==> config.mk <==
export PLATFORM = sky130hd
export DESIGN_NAME = sercom_core
export DESIGN_NICKNAME = d
export VERILOG_FILES = /design/src/rtl/sercom_pkg.sv /design/src/rtl/sercom_tx.sv /design/src/rtl/sercom_rx.sv /design/src/rtl/sercom_core.sv
export SDC_FILE = /design/constraint.sdc
export NUM_CORES = 1
export LEC_CHECK = 0
export ABC_AREA = 1
export CAP_MARGIN = 25
export CORE_UTILIZATION = 62
export DETAILED_ROUTE_END_ITERATION = 12
export PLACE_DENSITY = 0.86
export SLEW_MARGIN = 20
export SYNTH_ARGS = -nofsm -noshare
export SYNTH_HDL_FRONTEND = slang
export SYNTH_SLANG_ARGS = --single-unit
==> constraint.sdc <==
create_clock -name clk -period 3 [get_ports clk]
set_clock_uncertainty 0.05 [all_clocks]
set_input_delay 0.45 -clock clk [delete_from_list [all_inputs] [get_ports clk]]
set_output_delay 0.45 -clock clk [all_outputs]
set_load 0.05 [all_outputs]
==> src/rtl/sercom_pkg.sv <==
package sercom_pkg;
    localparam int BYTE_W = 8;

    typedef enum logic [1:0] {
        REG_DIV_LO    = 2'd0,
        REG_DIV_HI    = 2'd1,
        REG_CTRL_STAT = 2'd2,
        REG_DATA      = 2'd3
    } reg_sel_e;

    localparam int CTRL_B9_BIT  = 0;
    localparam int CTRL_LEN_BIT = 5;

    localparam int ST_RX9    = 0;
    localparam int ST_ERR    = 1;
    localparam int ST_STD_LO = 3;
    localparam int ST_STD_HI = 4;
    localparam int ST_RXBUSY = 5;
    localparam int ST_TXDONE = 6;
    localparam int ST_RXDONE = 7;
endpackage

==> src/rtl/sercom_tx.sv <==
module sercom_tx
    import sercom_pkg::*;
#(
    parameter int CNT_W = 18
) (
    input  logic              clk,
    input  logic              rst_n,
    input  logic [CNT_W-1:0]  full_lim,
    input  logic              start,
    input  logic [BYTE_W-1:0] data,
    input  logic              en9,
    input  logic              b9,
    output logic              txd,
    output logic              done
);
    localparam int FR_W = BYTE_W + 3;

    typedef struct packed {
        logic             busy;
        logic [FR_W-1:0]  sh;
        logic [3:0]       left;
        logic [CNT_W-1:0] cnt;
    } tx_st_t;

    tx_st_t st_q, st_d;

    always_comb begin
        st_d = st_q;
        done = 1'b0;
        if (start) begin
            st_d.busy = 1'b1;
            st_d.cnt  = '0;
            st_d.sh   = en9 ? {1'b1, b9, data, 1'b0} : {2'b11, data, 1'b0};
            st_d.left = en9 ? 4'd11 : 4'd10;
        end else if (st_q.busy) begin
            if (st_q.cnt == full_lim) begin
                st_d.cnt  = '0;
                st_d.sh   = {1'b1, st_q.sh[FR_W-1:1]};
                st_d.left = st_q.left - 4'd1;
                if (st_q.left == 4'd1) begin
                    st_d.busy = 1'b0;
                    done      = 1'b1;
                end
            end else begin
                st_d.cnt = st_q.cnt + CNT_W'(1);
            end
        end
    end

    always_ff @(posedge clk) begin
        if (!rst_n) st_q <= '0;
        else        st_q <= st_d;
    end

    assign txd = st_q.busy ? st_q.sh[0] : 1'b1;

    a_r1_tx_cnt_bound: assert property (@(posedge clk) disable iff (!rst_n)
        st_q.busy |-> st_q.cnt <= full_lim);
    a_r3_tx_len_bound: assert property (@(posedge clk) disable iff (!rst_n)
        st_q.left <= 4'd11);
endmodule

==> src/rtl/sercom_rx.sv <==
module sercom_rx
    import sercom_pkg::*;
#(
    parameter int CNT_W = 18
) (
    input  logic              clk,
    input  logic              rst_n,
    input  logic [CNT_W-1:0]  half_lim,
    input  logic [CNT_W-1:0]  full_lim,
    input  logic              en9,
    input  logic              rxd,
    output logic              busy,
    output logic              done,
    output logic              ferr,
    output logic [BYTE_W-1:0] data,
    output logic              nine
);
    typedef struct packed {
        logic              s1;
        logic              s2;
        logic              prev;
        logic              busy;
        logic              first;
        logic              en9;
        logic [3:0]        idx;
        logic [BYTE_W:0]   sh;
        logic [CNT_W-1:0]  cnt;
    } rx_st_t;

    rx_st_t st_q, st_d;
    logic   bit_now;
    logic   at_lim;

    always_comb begin
        st_d      = st_q;
        done      = 1'b0;
        bit_now   = st_q.s2;
        at_lim    = st_q.first ? (st_q.cnt == half_lim) : (st_q.cnt == full_lim);
        st_d.s1   = rxd;
        st_d.s2   = st_q.s1;
        st_d.prev = st_q.s2;
        if (!st_q.busy) begin
            if (st_q.prev && !st_q.s2) begin
                st_d.busy  = 1'b1;
                st_d.first = 1'b1;
                st_d.cnt   = '0;
                st_d.idx   = '0;
                st_d.en9   = en9;
            end
        end else if (at_lim) begin
            st_d.cnt = '0;
            if (st_q.first) begin
                if (bit_now) st_d.busy  = 1'b0;
                else         st_d.first = 1'b0;
            end else if (st_q.idx < (st_q.en9 ? 4'd9 : 4'd8)) begin
                st_d.sh  = {bit_now, st_q.sh[BYTE_W:1]};
                st_d.idx = st_q.idx + 4'd1;
            end else begin
                done      = 1'b1;
                st_d.busy = 1'b0;
            end
        end else begin
            st_d.cnt = st_q.cnt + CNT_W'(1);
        end
    end

    always_ff @(posedge clk) begin
        if (!rst_n) begin
            st_q      <= '0;
            st_q.s1   <= 1'b1;
            st_q.s2   <= 1'b1;
            st_q.prev <= 1'b1;
        end else begin
            st_q <= st_d;
        end
    end

    assign busy = st_q.busy;
    assign ferr = ~bit_now;
    assign data = st_q.en9 ? st_q.sh[BYTE_W-1:0] : st_q.sh[BYTE_W:1];
    assign nine = st_q.en9 & st_q.sh[BYTE_W];

    a_r8_rx_cnt_bound: assert property (@(posedge clk) disable iff (!rst_n)
        st_q.busy |-> st_q.cnt <= full_lim);
    a_r5_rx_idx_bound: assert property (@(posedge clk) disable iff (!rst_n)
        st_q.idx <= 4'd9);
endmodule

==> src/rtl/sercom_core.sv <==
module sercom_core
    import sercom_pkg::*;
#(
    parameter int DIV_W = 16
) (
    input  logic              clk,
    input  logic              rst_n,
    input  logic [1:0]        bus_addr,
    input  logic              bus_wr,
    input  logic              bus_rd,
    input  logic [BYTE_W-1:0] bus_wdata,
    output logic [BYTE_W-1:0] bus_rdata,
    input  logic              std_sel_hi,
    input  logic              std_sel_lo,
    input  logic              rxd,
    output logic              txd
);
    localparam int CNT_W = DIV_W + 2;
    localparam int HI_W  = DIV_W - BYTE_W;

    typedef struct packed {
        logic [DIV_W-1:0]  div;
        logic              en9;
        logic              b9;
        logic              tc;
        logic              rc;
        logic              err;
        logic              rx9;
        logic [BYTE_W-1:0] rxb;
    } core_st_t;

    core_st_t st_q, st_d;

    logic [CNT_W-1:0]  half_lim, full_lim;
    logic              tx_start, tx_done;
    logic              rx_busy, rx_done, rx_ferr, rx_nine;
    logic [BYTE_W-1:0] rx_data;
    logic              data_rd;

    assign half_lim = {2'b00, st_q.div} + CNT_W'(1);
    assign full_lim = {1'b0, st_q.div, 1'b1} + CNT_W'(2);
    assign tx_start = bus_wr && (bus_addr == REG_DATA);
    assign data_rd  = bus_rd && (bus_addr == REG_DATA);

    sercom_tx #(.CNT_W(CNT_W)) u_tx (
        .clk      (clk),
        .rst_n    (rst_n),
        .full_lim (full_lim),
        .start    (tx_start),
        .data     (bus_wdata),
        .en9      (st_q.en9),
        .b9       (st_q.b9),
        .txd      (txd),
        .done     (tx_done)
    );

    sercom_rx #(.CNT_W(CNT_W)) u_rx (
        .clk      (clk),
        .rst_n    (rst_n),
        .half_lim (half_lim),
        .full_lim (full_lim),
        .en9      (st_q.en9),
        .rxd      (rxd),
        .busy     (rx_busy),
        .done     (rx_done),
        .ferr     (rx_ferr),
        .data     (rx_data),
        .nine     (rx_nine)
    );

    always_comb begin
        st_d = st_q;
        if (tx_done) st_d.tc = 1'b1;
        if (bus_wr) begin
            case (bus_addr)
                REG_DIV_LO:    st_d.div[BYTE_W-1:0]     = bus_wdata;
                REG_DIV_HI:    st_d.div[DIV_W-1:BYTE_W] = bus_wdata[HI_W-1:0];
                REG_CTRL_STAT: begin
                    st_d.en9 = bus_wdata[CTRL_LEN_BIT];
                    st_d.b9  = bus_wdata[CTRL_B9_BIT];
                end
                default:       st_d.tc = 1'b0;
            endcase
        end
        if (data_rd) begin
            st_d.rc  = 1'b0;
            st_d.err = 1'b0;
        end
        if (rx_done) begin
            st_d.rc  = 1'b1;
            st_d.err = st_d.err | rx_ferr;
            st_d.rxb = rx_data;
            st_d.rx9 = rx_nine;
        end
    end

    always_ff @(posedge clk) begin
        if (!rst_n) st_q <= '0;
        else        st_q <= st_d;
    end

    always_comb begin
        bus_rdata = '0;
        case (bus_addr)
            REG_CTRL_STAT: begin
                bus_rdata[ST_RXDONE] = st_q.rc;
                bus_rdata[ST_TXDONE] = st_q.tc;
                bus_rdata[ST_RXBUSY] = rx_busy;
                bus_rdata[ST_STD_HI] = std_sel_hi;
                bus_rdata[ST_STD_LO] = std_sel_lo;
                bus_rdata[ST_ERR]    = st_q.err;
                bus_rdata[ST_RX9]    = st_q.rx9;
            end
            REG_DATA: bus_rdata = st_q.rxb;
            default:  bus_rdata = '0;
        endcase
    end

    a_r4_tc_cleared_by_write: assert property (@(posedge clk) disable iff (!rst_n)
        tx_start |=> !st_q.tc);
    a_r4_line_high_on_complete: assert property (@(posedge clk) disable iff (!rst_n)
        $rose(st_q.tc) |-> txd);
    a_r6_bad_stop_flags: assert property (@(posedge clk) disable iff (!rst_n)
        (rx_done && rx_ferr) |=> (st_q.err && st_q.rc));
    a_r7_read_clears: assert property (@(posedge clk) disable iff (!rst_n)
        (data_rd && !rx_done) |=> (!st_q.rc && !st_q.err));
endmodule

==> impl_table.tex, run 1 <==
\begin{tabular}{lr}
\hline
Metric & Value \\
\hline
\multicolumn{2}{l}{\textbf{Layout}} \\
\quad Number of filler instances in the final layout & 900 \\
\quad Fraction of layout instances using a drive strength above 1 & 8.22\% \\
\quad Sequential cell area & between 0.002 and 0.0025 mm² \\
\quad Post-route non-filler standard cell count & $\sim$1200 \\
\quad Diodes inserted & 0 \\
\quad Layout overhead on the synthesized area & 10.6\% \\
\quad Area of the multi-input gates & a little under 0.004 mm² \\
\quad Number of nets in the final layout & 1101 \\
\multicolumn{2}{l}{\textbf{STA}} \\
\quad Setup TNS after final layout & 0 ns \\
\quad Remaining max-slew budget at the tightest pin & 64.9\% \\
\quad Peak Freq & between 0.3 and 0.4 GHz \\
\quad Minimum clock period & roughly 2.8 ns \\
\quad Final hold vios & 0 \\
\quad Pin slew with the least headroom to its limit & around 0.53 ns \\
\quad Setup violations, final & 0 \\
\quad Post-route fraction of the period consumed by the critical path & 92.0\% \\
\quad Number of pins exceeding their max-slew limit in the final report & 0 \\
\quad Unrepaired setup endpoints after global routing & no \\
\multicolumn{2}{l}{\textbf{Synth}} \\
\quad Fraction of synthesized cell area taken by the top area cell type & a little over 30\% \\
\quad Adder-Cell Fraction of Synth Area & 1.15\% \\
\quad Cells taking the most area after synthesis & sky130\_fd\_sc\_hd\_\_dfxtp\_1 (31\%), sky130\_fd\_sc\_hd\_\_nand2\_1 (17\%), sky130\_fd\_sc\_hd\_\_nand3\_1 (8.7\%), sky130\_fd\_sc\_hd\_\_nor2\_1 (8.3\%), sky130\_fd\_sc\_hd\_\_inv\_1 (7.4\%) \\
\quad Xor/xnor share of the synthesized area & $\sim$3.9\% \\
\quad Post-synth top cells & sky130\_fd\_sc\_hd\_\_nand2\_1 (291), sky130\_fd\_sc\_hd\_\_nor2\_1 (144), sky130\_fd\_sc\_hd\_\_inv\_1 (128) \\
\quad Largest area contributor in the synthesized netlist & sky130\_fd\_sc\_hd\_\_dfxtp\_1 \\
\quad Number of warning messages in the yosys log & 0 \\
\quad Dominant combinational cell family by area after synthesis & simple AND/OR/NAND/NOR gates \\
\quad Share of synthesized area occupied by flip-flops and latches & 31.0\% \\
\quad Share of synthesized cell area in and, or, nand and nor gates & between 40\% and 50\% \\
\quad Post-Syn Area per Cell & a little over 6 µm² \\
\quad Synthesized instance count & 1059 \\
\quad Primary FF master, synth & sky130\_fd\_sc\_hd\_\_dfxtp\_1 \\
\quad Netlist area before placement & 0.00653 mm² \\
\quad Most numerous cell in the Yosys netlist & sky130\_fd\_sc\_hd\_\_nand2\_1 \\
\quad Share of the synthesized area in compound gates (AO/OA/AOI/OAI) & between 8 and 9\% \\
\quad Async S/R FF share, synth & 0\% \\
\quad Portion of netlist area occupied by mux cells & 0\% \\
\quad Post-synthesis cell type count & between 40 and 50 \\
\quad Count of flip-flops with a built-in enable after synthesis & 0 \\
\quad Syn Nets & about 1100 \\
\quad FF+latch count, synth & about 100 \\
\multicolumn{2}{l}{\textbf{Job}} \\
\quad Count of maximum capacitance violations & 0 \\
\multicolumn{2}{l}{\textbf{Placed design}} \\
\quad Detailed Place HPWL & around 12000 µm \\
\quad Total of buffers placed on input and output ports & 25 \\
\quad Cell count after placement & 1198 \\
\quad Global placer's final weighted congestion & around 1.0 \\
\multicolumn{2}{l}{\textbf{Routing}} \\
\quad DR iter-0 viols & $\sim$550 \\
\quad Detailed-router iteration count before antenna repair & 5 \\
\quad Count of antenna-violating nets left after detailed routing & 0 \\
\quad WL/cell & about 14 µm \\
\quad Post-Route WL & $\sim$17000 µm \\
\quad Routed vias & approximately 6800 \\
\quad Vias per cell & between 5 and 6 \\
\quad DRC violations left & 0 \\
\multicolumn{2}{l}{\textbf{Hold path}} \\
\quad Number of stages on the worst hold path & 1 \\
\quad Kind of path behind the tightest hold check & reg -> reg \\
\multicolumn{2}{l}{\textbf{Global routing}} \\
\quad Via count of the first global-routing pass & between 6000 and 7000 \\
\quad Global-route total usage across every layer & between 30\% and 40\% \\
\quad Antenna violations before repair & 0 \\
\quad Maximum number of pins on one net before global-route repair & 30 \\
\quad First-pass GRT wire length & between 20000 and 30000 µm \\
\quad Global route overflow & 0 \\
\multicolumn{2}{l}{\textbf{Worst setup path}} \\
\quad Critical path startpoint category & register \\
\quad Maximum fanout count along the critical path & 15 \\
\quad Worst endpoint data arrival time & between 3 and 4 ns \\
\quad Critical Path Sink Type & register \\
\quad Required time of the critical path & 3.25 ns \\
\quad Critical setup path kind & reg -> reg \\
\quad Depth of the worst register-to-register path & 15 \\
\multicolumn{2}{l}{\textbf{Clock network}} \\
\quad Post-CTS clock slew at the launch and capture registers of the worst setup and hold paths & 0.10 ns \\
\quad Clock tree from TritonCTS & yes \\
\quad H-tree depth reported by CTS & 3 \\
\quad Maximum clock path buffer count & 2 \\
\quad Clock latency on the worst-skew pair & $\sim$0.40 ns \\
\quad Library cell used as clock root buffer & sky130\_fd\_sc\_hd\_\_clkbuf\_8 \\
\quad Num Clock Sinks & 101 \\
\quad Number of buffers added by the clock tree synthesis step & 9 \\
\multicolumn{2}{l}{\textbf{Pwr}} \\
\quad Max IR drop VDD & between 0.3 and 0.4 mV \\
\quad Pwr Density & 376 mW/mm² \\
\quad Total leakage power & about 3.2 nW \\
\multicolumn{2}{l}{\textbf{Die}} \\
\quad Die Span X & roughly 100 µm \\
\quad Effective utilization at floorplan & between 60 and 70\% \\
\quad I/O pin count & 26 \\
\quad Die height & 105 µm \\
\quad Row count & 37 \\
\quad Die outline area & 0.0109 mm² \\
\quad Floorplan core area & slightly above 0.01 mm² \\
\multicolumn{2}{l}{\textbf{Outcome}} \\
\quad Result of the run & complete, no violations \\
\hline
\end{tabular}
-- timing repair --
action | 4_1_cts | 5_1_grt
endpoints found under the setup margin | 0 | 13
hold buffers | 0 | 0
gates resized for setup | 0 | 2
setup buffers | 0 | 5
-- cells in the final DEF, fill, tap and decap left out, drive strengths merged --
cell type      instances
o21ai                 49
nor2                 159
nand3b                 2
o22ai                  4
a211oi                 1
xor2                  24
xnor2                  5
a31oi                  1
inv                  133
o211ai                 1
and2                   2
buf                   24
or2                   10
nor3b                  2
bufinv                 1
a21oi                 46
clkdlybuf4s50         18
nand4                 40
clkinv                 5
dfxtp                101
nand2                303
o2111ai                1
clkbuf                10
nor3                  12
nand3                118
ha                     6
a41oi                  1
nor4                   1
nor2b                  1
and3                   2
-- where the power goes --
part / switching [mW] / internal (mW)
Clock: 0.513 / 0.396
Combinational: 0.265 / 0.136
Sequential: 0.0310 / 1.37
-- routing by layer --
layer | track usage, % | share of wire (%) | vias up
met1 | 41.7 | 43 | 3030
met4 | 13.2 | 3.6 | 0
li1 | - | - | 3416
met3 | 6.24 | 8.1 | 56
met2 | 50.9 | 45 | 295
met5 | 0 | 0 | -
-- worst paths after layout --
check                                   start            to  slack [ns]
worst max-delay path                 st_q[14]  u_tx.st_q[3]        0.24
worst min-delay path            u_rx.st_d[35]  u_rx.bit_now        0.37
worst max register to register       st_q[14]  u_tx.st_q[3]        0.24
worst min register to register  u_rx.st_d[35]  u_rx.bit_now        0.37
-- logic make-up after synthesis --
kind of cell / count (synthesis)
adders and majority gates: 6
buffers and inverters: 167
and+or+nand+nor: 652
xor gates and xnor gates: 29
DFF: 101
AOI/OAI and AO/OA: 104
-- per-stage QoR --
step / instance area (µm²) / hold WS [ns] / worst slack [ns] / power [mW] / util (%)
finish: 7220 / 0.375 / 0.239 / 2.71 / 70.2
global route: 7220 / 0.399 / 0.00257 / 2.82 / 70.2
CTS: 7150 / 0.378 / 0.213 / 2.71 / 69.6
detailed placement: 6950 / 0.353 / 0.244 / 1.82 / 67.7
global placement: 6950 / 0.347 / 0.369 / 1.81 / 67.7
floorplan: 6530 / 0.343 / 0.739 / 1.70 / -
-- state kept, by name (all words and copies together), names as in the netlist --
signal,count
u_rx.st_q,34
u_tx.st_q,34
u_rx.bit_now,1
u_rx.busy,1
st_q,30
u_rx.st_d,1
-- cell type report --
type / instances / area share [%]
well taps: 136 / 2.36
clock inverters: 6 / 0.988
flip-flops and latches: 101 / 28.0
multi-input cells: 791 / 53.6
inverters: 133 / 6.92
clock buffers: 10 / 1.77
repair buffers: 42 / 6.38
-- critical path: stages, from the launching register on --
cell and delay (ns):
sky130_fd_sc_hd__dfxtp_1 0.43, sky130_fd_sc_hd__ha_1 0.23, sky130_fd_sc_hd__nand2_2 0.10, sky130_fd_sc_hd__nor2_4 0.21
sky130_fd_sc_hd__nand3_1 0.12, sky130_fd_sc_hd__nand2_1 0.12, sky130_fd_sc_hd__nand2_1 0.10, sky130_fd_sc_hd__nand2_1 0.09
sky130_fd_sc_hd__nand2_1 0.06, sky130_fd_sc_hd__or2_1 0.22, sky130_fd_sc_hd__nor2_2 0.27, sky130_fd_sc_hd__nand4_4 0.23
sky130_fd_sc_hd__nand2_4 0.22, sky130_fd_sc_hd__inv_1 0.08, sky130_fd_sc_hd__nand3_1 0.08, sky130_fd_sc_hd__inv_1 0.04
(Power assumes the default switching activity.)
==> run 2: changes to the inputs <==
--- a/config.mk
+++ b/config.mk
@@ -7,9 +7,10 @@
 export LEC_CHECK = 0
 export ABC_AREA = 1
 export CAP_MARGIN = 25
-export CORE_UTILIZATION = 62
+export CORE_UTILIZATION = 60
 export DETAILED_ROUTE_END_ITERATION = 12
-export PLACE_DENSITY = 0.86
+export MAX_ROUTING_LAYER = met4
+export PLACE_DENSITY = 0.84
 export SLEW_MARGIN = 20
 export SYNTH_ARGS = -nofsm -noshare
 export SYNTH_HDL_FRONTEND = slang
==> impl_table.tex, run 2 (synthesis results as in run 1) <==
\begin{tabular}{lr}
\hline
Metric & Value \\
\hline
\multicolumn{2}{l}{\textbf{STA}} \\
\quad Number of pins exceeding their max-slew limit in the final report & 0 (unchanged) \\
\quad Peak Freq & 0.366 GHz (+0.98\%) \\
\quad Worst setup slack after layout & 0.266 ns (+0.0269 ns) \\
\quad Unrepaired setup endpoints after global routing & no \\
\quad Final hold vios & 0 (unchanged) \\
\quad Setup violations, final & 0 (unchanged) \\
\quad Pin slew with the least headroom to its limit & 0.532 ns (+0.00656 ns) \\
\quad Minimum clock period & 2.73 ns (-0.0269 ns) \\
\quad Post-route fraction of the period consumed by the critical path & 91.1\% (-0.90 points) \\
\quad Worst hold margin & 0.380 ns (+0.00470 ns) \\
\quad Setup TNS after final layout & 0 ns (unchanged) \\
\quad Remaining max-slew budget at the tightest pin & 64.5\% (-0.44 points) \\
\multicolumn{2}{l}{\textbf{Worst setup path}} \\
\quad Worst r2r src & st\_q[14] \\
\quad Max stage delay cell, worst path & sky130\_fd\_sc\_hd\_\_dfxtp\_1 \\
\quad Depth of the worst register-to-register path & 15 (unchanged) \\
\quad Maximum fanout count along the critical path & 10 (-5) \\
\quad CP Cell Sequence & ha\_1, nand2\_2, nor2\_4, nand3\_1, nand2\_1, nand2\_1, nand2\_1, nand2\_1, or2\_1, nor2\_4, nand4\_4, nand2\_4, nor2\_1, nor2\_1, nor2\_1 \\
\quad Setup slack on the worst flop-to-flop path & 0.27 ns (+0.03 ns) \\
\quad Critical path startpoint category & register \\
\quad Critical setup path kind & reg -> reg \\
\quad Delay of the slowest cell on the worst path & 0.43 ns (about the same) \\
\quad Worst path most repeated cell & sky130\_fd\_sc\_hd\_\_nand2\_1 \\
\quad RR Endpoint & u\_tx.st\_q[29] \\
\quad Required time of the critical path & 3.22 ns (-0.03 ns) \\
\quad Worst endpoint data arrival time & 2.95 ns (-0.06 ns) \\
\quad Critical Path Sink Type & register \\
\multicolumn{2}{l}{\textbf{Die}} \\
\quad Row count & 37 (unchanged) \\
\quad Die outline area & 0.0113 mm² (+3.3\%) \\
\quad Floorplan core area & 0.0104 mm² (+1.4\%) \\
\quad Die height & 106 µm (+1.6\%) \\
\quad Die Span X & 106 µm (+1.6\%) \\
\quad I/O pin count & 26 (unchanged) \\
\quad Effective utilization at floorplan & 62.7\% (-0.85 points) \\
\multicolumn{2}{l}{\textbf{Routing}} \\
\quad Routed vias & 6683 (-1.7\%) \\
\quad Post-Route WL & 16700 µm (+0.30\%) \\
\quad WL/cell & 13.7 µm (+0.30\%) \\
\quad DR iter-0 viols & 439 (-20\%) \\
\quad Vias per cell & 5.48 (-1.7\%) \\
\quad DRC violations left & 0 (unchanged) \\
\quad Detailed-router iteration count before antenna repair & 5 (unchanged) \\
\quad Count of antenna-violating nets left after detailed routing & 0 (unchanged) \\
\multicolumn{2}{l}{\textbf{Clock network}} \\
\quad Num Clock Sinks & 101 (unchanged) \\
\quad Maximum clock path buffer count & 2 (unchanged) \\
\quad Clock tree from TritonCTS & yes \\
\quad Number of buffers added by the clock tree synthesis step & 9 (unchanged) \\
\quad Clock latency on the worst-skew pair & 0.39 ns (about the same) \\
\quad Post-CTS clock slew at the launch and capture registers of the worst setup and hold paths & 0.10 ns (about the same) \\
\quad Hold buffers post-CTS & 0 (unchanged) \\
\quad H-tree depth reported by CTS & 3 (unchanged) \\
\quad Library cell used as clock root buffer & sky130\_fd\_sc\_hd\_\_clkbuf\_8 \\
\multicolumn{2}{l}{\textbf{Hold path}} \\
\quad Kind of path behind the tightest hold check & reg -> reg \\
\quad Worst hold path endpoint & u\_rx.bit\_now \\
\quad Hold\_sp & u\_rx.st\_d[35] \\
\quad Number of stages on the worst hold path & 1 (unchanged) \\
\multicolumn{2}{l}{\textbf{Global routing}} \\
\quad Maximum number of pins on one net before global-route repair & 29 (-3.3\%) \\
\quad Global-route total usage across every layer & 31.9\% (+0.20 points) \\
\quad First-pass GRT wire length & 28000 µm (-0.22\%) \\
\quad Antenna violations before repair & 0 (unchanged) \\
\quad Via count of the first global-routing pass & 6060 (-1.3\%) \\
\quad Global route overflow & 0 (unchanged) \\
\multicolumn{2}{l}{\textbf{Pwr}} \\
\quad Net Sw Power & 0.800 mW (-1.2\%) \\
\quad Pwr Density & 377 mW/mm² (+0.45\%) \\
\quad Total leakage power & 3.21 nW (-0.14\%) \\
\quad Sequential group share of total power & 51.5\% (-0.2 points) \\
\quad Total power of the final layout & 2.73 mW (+0.50\%) \\
\quad Combinational group share of total power & 14.7\% (about the same) \\
\quad Switching Fraction & 29.3\% (-0.50 points) \\
\quad Int Power & 1.93 mW (+1.2\%) \\
\quad Max IR drop VDD & 0.375 mV (-4.3\%) \\
\quad Clock Power Share & 33.9\% (+0.4 points) \\
\multicolumn{2}{l}{\textbf{Placed design}} \\
\quad Global placer's final weighted congestion & 1.01 (-2.5\%) \\
\quad Cell count after placement & 1198 (unchanged) \\
\quad Total of buffers placed on input and output ports & 25 (unchanged) \\
\quad Pre-CTS WS & 0.180 ns (-0.0646 ns) \\
\quad Detailed Place HPWL & 12600 µm (+1.1\%) \\
\quad Area after detailed placement & 0.00695 mm² (about the same) \\
\multicolumn{2}{l}{\textbf{Layout}} \\
\quad Finished layout cell area & 0.00722 mm² (about the same) \\
\quad Most used cells in the layout excluding fill and tap cells & sky130\_fd\_sc\_hd\_\_nand2\_1 (291), sky130\_fd\_sc\_hd\_\_nor2\_1 (144), sky130\_fd\_sc\_hd\_\_inv\_1 (128), sky130\_fd\_sc\_hd\_\_nand3\_1 (113), sky130\_fd\_sc\_hd\_\_dfxtp\_1 (101) \\
\quad Post-route non-filler standard cell count & 1219 (unchanged) \\
\quad Final core occ & 69.3\% (-0.90 points) \\
\quad Fraction of layout instances using a drive strength above 1 & 8.31\% (+0.092 points) \\
\quad Layout overhead on the synthesized area & 10.6\% (about the same) \\
\quad Number of nets in the final layout & 1101 (unchanged) \\
\quad Commonest non-fill, non-tap cell in the layout & sky130\_fd\_sc\_hd\_\_nand2\_1 \\
\quad Leading registers by flop count & u\_rx.st\_q x34, u\_tx.st\_q x34, st\_q x30 \\
\quad Diodes inserted & 0 (unchanged) \\
\multicolumn{2}{l}{\textbf{Job}} \\
\quad Count of maximum capacitance violations & 0 (unchanged) \\
\multicolumn{2}{l}{\textbf{Outcome}} \\
\quad Result of the run & complete, no violations \\
\hline
\end{tabular}
[run 2: cell types whose count changed in the layout (fill, tap and decap cells not counted), sizes merged]
cell / previous run / this run
buf: 24 / 25
clkdlybuf4s50: 18 / 17
clkbuf: 10 / 11
clkinv: 5 / 3
clkinvlp: 0 / 1
[run 2: worst max-delay path: cells and delay by family, from the launching register on]
kind                     cells  cell delay (ns)
AND/OR/NAND/NOR             14             1.88
flip-flops                   1             0.43
adder cells (fa/ha/maj)      1             0.24
[run 2: worst max-delay path by stage]
stage / from / end / slack [ns] / depth (start not counted)
after floorplan: st_q[14] / u_tx.st_q[9] / 0.74 / 14
after global placement: st_q[14] / u_tx.st_q[2] / 0.24 / 15
after detailed placement: st_q[14] / u_tx.st_q[2] / 0.18 / 15
after CTS: st_q[14] / u_tx.st_q[2] / 0.16 / 15
after global routing: st_q[14] / u_rx.st_q[22] / 0.02 / 13
final: st_q[14] / u_tx.st_q[29] / 0.27 / 15
[run 2: power groups by stage]
stage          logic (mW)  clock network, mW  registers [mW]
6_report            0.400              0.923            1.40
5_1_grt             0.448              0.982            1.41
4_1_cts             0.389              0.936            1.40
3_5_place_dp        0.387                  0            1.43
3_3_place_gp        0.383                  0            1.43
2_1_floorplan       0.284                  0            1.42
[run 2: area by class of cell]
cell class                      count  area, µm²
Fill cell                         939       3200
Clock buffer                       11        141
Clock inverter                      5       66.3
Multi-Input combinational cell    791       3880
Inverter                          133        499
Tap cell                          136        170
Sequential cell                   101       2020
Timing Repair Buffer               42        445
[run 2: metal layers]
metal  vias to the layer above  global-route usage [%]  wire length [µm]
met5                         -                       -                 0
met4                         0                    11.1               403
met3                        41                    6.50              1150
met2                       239                    49.4              7610
met1                      2991                    41.4              7570
li1                       3412                       -                 -
[run 2: repair_timing]
item                       CTS  global route
setup buffers                0             5
gates resized for setup      0             4
setup endpoints to repair    0            12
